`src/rtl/vec_magnitude.sv`:
```
module vec_magnitude #(
  parameter int ELEMS = 4,
  parameter int EW    = 32,
  parameter int HEAD  = 8
) (
  input  logic                          clk,
  input  logic                          rst_n,
  input  logic                          start,
  input  logic [ELEMS*EW-1:0]           vec_in,
  output logic                          busy,
  output logic                          done,
  output logic [(2*EW+HEAD)/2-1:0]      result
);
  localparam int AW = 2*EW + HEAD;
  localparam int RW = AW/2;
  localparam int SW = 2*EW;
  localparam int IW = (ELEMS > 1) ? $clog2(ELEMS) : 1;

  typedef enum logic [1:0] {S_IDLE, S_ACC, S_ALIGN, S_ROOT} state_t;

  state_t              st;
  logic [ELEMS*EW-1:0] vec_q;
  logic [IW-1:0]       idx;
  logic [AW-1:0]       rem_q, res_q, bit_q;
  logic                done_q;

  logic [EW-1:0] elem, mag;
  logic [SW-1:0] sq;
  logic [AW-1:0] trial_sum;

  assign elem      = vec_q[idx*EW +: EW];
  assign mag       = elem[EW-1] ? (~elem + 1'b1) : elem;
  assign sq        = SW'(mag) * SW'(mag);
  assign trial_sum = res_q + bit_q;

  assign busy   = (st != S_IDLE);
  assign done   = done_q;
  assign result = res_q[RW-1:0];

  always_ff @(posedge clk or negedge rst_n) begin
    if (!rst_n) begin
      st     <= S_IDLE;
      vec_q  <= '0;
      idx    <= '0;
      rem_q  <= '0;
      res_q  <= '0;
      bit_q  <= '0;
      done_q <= 1'b0;
    end else begin
      done_q <= 1'b0;
      case (st)
        S_IDLE: begin
          if (start) begin
            vec_q <= vec_in;
            idx   <= '0;
            rem_q <= '0;
            res_q <= '0;
            bit_q <= AW'(1) << (AW-2);
            st    <= S_ACC;
          end
        end
        S_ACC: begin
          rem_q <= rem_q + AW'(sq);
          idx   <= idx + 1'b1;
          if (idx == IW'(ELEMS-1)) st <= S_ALIGN;
        end
        S_ALIGN: begin
          if (bit_q > rem_q) bit_q <= bit_q >> 2;
          else               st    <= S_ROOT;
        end
        S_ROOT: begin
          if (bit_q == '0) begin
            done_q <= 1'b1;
            st     <= S_IDLE;
          end else begin
            if (rem_q >= trial_sum) begin
              rem_q <= rem_q - trial_sum;
              res_q <= (res_q >> 1) + bit_q;
            end else begin
              res_q <= res_q >> 1;
            end
            bit_q <= bit_q >> 2;
          end
        end
        default: st <= S_IDLE;
      endcase
    end
  end
endmodule

```
`config.mk`:
```
export PLATFORM = sky130hd
export DESIGN_NAME = vec_magnitude
export DESIGN_NICKNAME = d
export VERILOG_FILES = /design/src/rtl/vec_magnitude.sv
export SDC_FILE = /design/constraint.sdc
export NUM_CORES = 2
export LEC_CHECK = 0
export ABC_AREA = 1
export BUFFER_PORTS_ARGS = -buffer_cell sky130_fd_sc_hd__buf_2
export CORE_MARGIN = 10
export CORE_UTILIZATION = 30
export CTS_CLUSTER_DIAMETER = 200
export DETAILED_ROUTE_END_ITERATION = 8
export PLACE_DENSITY = 0.5
export SYNTH_ARGS = -nofsm -noshare
export SYNTH_HDL_FRONTEND = slang
export SYNTH_SLANG_ARGS = --single-unit
```
`constraint.sdc`:
```
create_clock -name clk -period 8.36 [get_ports clk]
set_input_delay 0.418 -clock clk [delete_from_list [all_inputs] [get_ports clk]]
set_output_delay 0.418 -clock clk [all_outputs]
set_load 0.01 [all_outputs]
```
==> flow_summary.ini <==
[global_routing]
grt_pass1_vias = 65700
grt_antenna_before_repair = 8
grt_remaining_overflow = 0
grt_pass1_wl_um = 443000
grt_max_degree = 123
grt_usage = 0.252

[timing]
finalHoldViolations = 0
rsz0062_at_grt = true
slew_violations = 0
finalSetupViolations = 57
fmax_mhz = 112
fin_crit_sh = 1.07
finClkSkew_ns = 0.0869
finalCriticalPeriod_ns = 8.97
worstMarginPinSlew_ns = 1.25
worst_slew_margin_rel = 0.168
final.setup.worst_slack_ns = -0.606

[die]
ioPinCount = 169
dieHeight_um = 484
dieArea_sq_um = 234000
die_w_um = 484
start_util = 0.301
core_area_sq_um = 214000
row_count = 170

[placed_design]
hpwl_um = 264000
port_buffers = 168
place_congestion = 1.03
dpl.cell_count = 13100

[synthesis]
yosys.area.top_type = fa_1
synth.distinct_cells = 51
syn-cell-area_sq_um = 64600
ys_top_cells_by_area = fa_1, nand2_1, inv_1
avgSynthCellArea_sq_um = 6.88
synth.top_cell.area_share = 0.271
ys_warn_count = 0
ys_seq_area_frac = 0.121
ys_seq_elements = 313
netlist_instances = 9394

[cts]
cts_buffers = 40
clock_latency_ns = 0.64
clkSlewWorstSetupHoldPaths_ns = 0.06
cts_tree = done
cts_sinks = 313
cts.path.max_buffers = 3
cts-root-buf = clkbuf_16
htree_levels = 2

[cells_and_area]
mostFrequentLayoutCells = nand2_1, inv_1, nor2_1, fa_1, buf_4
final_nets = 11800
layout-drive-gt1-share = 0.164
final_common_cell = nand2_1
fin_cells = 13200
areaGrowthSynthToFinish_pct = 22.0

[detailed_routing]
wl_per_cell_um = 22.9
drt_iter0_drc = 4965
drtPass1Iterations = 6
drc = 0
vias = 63900
ant_nets = 0
vias_per_cell = 4.84
wirelength_um = 302000

[critical_path]
crit_type = reg -> reg
critPathArrivalTime_ns = 9.43
timing.critical_path.mode_cell = nand2_1
crit_required_ns = 8.82
cpPeakStageDelay_ns = 0.61
critPathMaxFanout = 10
endpoint_kind = flop
slowest_stage = fa_2
startpoint_type = flop

[flow_run]
max_cap_viol_count = 0

[status]
violations = negative setup slack
status = complete, but fails checks

[min_path]
hold_class = in -> reg
Yosys cell counts (all sizes together):
| cell | count |
|---|---|
| nor2 | 992 |
| or2 | 22 |
| inv | 2135 |
| o22ai | 2 |
| fa | 874 |
| o21bai | 30 |
| o211a | 1 |
| a211oi | 7 |
| a31oi | 6 |
| o21a | 12 |
| mux2 | 125 |
| ha | 452 |
| nor4 | 20 |
| clkbuf | 71 |
| or3 | 1 |
| o2111ai | 1 |
| nor2b | 1 |
| o21ai | 339 |
| a21boi | 3 |
| clkinv | 4 |
| and3 | 3 |
| xor2 | 48 |
| a22o | 1 |
| dfrtp | 313 |
| nand3 | 501 |
| o31ai | 3 |
| xnor2 | 69 |
| a21oi | 313 |
| nand3b | 38 |
| nand4 | 95 |
| nor3 | 65 |
| nand2 | 2637 |
| buf | 161 |
| conb | 2 |
| and2 | 7 |
| o211ai | 26 |
| a21o | 14 |
stage by stage:
| step | setup TNS (ns) | util | setup slack (ns) | hold slack, ns | area (sq um) |
|---|---|---|---|---|---|
| finish | -24.22 | 0.368 | -0.606 | 0.0276 | 78900 |
| global route | -49.62 | 0.368 | -0.931 | 0.0107 | 78900 |
| CTS | -22.94 | 0.365 | -0.536 | 0.0000965 | 78200 |
| detailed placement | -45.82 | 0.350 | -1.21 | 0.420 | 75100 |
| global placement | -43.24 | 0.350 | -1.27 | 0.415 | 75100 |
| floorplan | 0 | - | 0.00560 | 0.122 | 64700 |
per-layer routing:
metal  share of wire  global-route usage
met5         0.00019                   0
met4           0.048              0.0969
met2            0.47               0.424
met3           0.047              0.0229
met1            0.44               0.333
registers in the layout, indices dropped and copies added, names as in the netlist:
signal / cells
bit_q: 36
done: 1
idx: 2
rem_q: 72
res_q: 72
st: 2
vec_q: 128
what timing repair did:
item,CTS,global route
setup buffers,6,8
gates resized for setup,308,144
pin swaps,46,69
hold buffers,48,0
hold endpoints to repair,107,0
setup endpoints to repair,60,62
gates cloned,1,5
cell type report:
cell class,instances,area [sq um]
clock buffers,59,1160
diodes,4,10.0
repair buffers,1105,8830
flip-flops and latches,313,7830
clock inverters,12,240
fillers,23100,136000
multi-input cells,6733,49200
well taps,2838,3550
repair inverters,1,3.75
inverters,2139,8060
cell families after synthesis:
kind of cell	Yosys count	share of synthesized area
and+or+nand+nor	4382	0.276
buffers and inverters	2371	0.144
adders and majority gates	1326	0.358
AOI/OAI and AO/OA	758	0.0628
DFF	313	0.121
muxes	125	0.0218
xor gates and xnor gates	117	0.0160
other	2	0.000116
path summary, 6_finish.rpt:
check	endpoint	start	slack, ns	depth (start not counted)
setup reg to reg	rem_q[57]	idx[0]	-0.61	46
hold / removal	vec_q[86]	vec_in[86]	0.03	2
setup / recovery	rem_q[57]	idx[0]	-0.61	46
max in group asynchronous	vec_q[20]	rst_n	5.91	4
hold reg to reg	vec_q[107]	vec_q[107]	0.50	1
min in group asynchronous	res_q[5]	rst_n	0.31	2
critical path: cells and delay by family (launching register included):
family,cells,cell delay (ns)
adders and majority gates,9,4.35
and+or+nand+nor,23,2.36
buffers and inverters,14,1.60
DFF,1,0.49
Power is left out: the tool's default activity adds up to more than one toggle a clock period on the data nets, which glitch-free logic cannot reach.
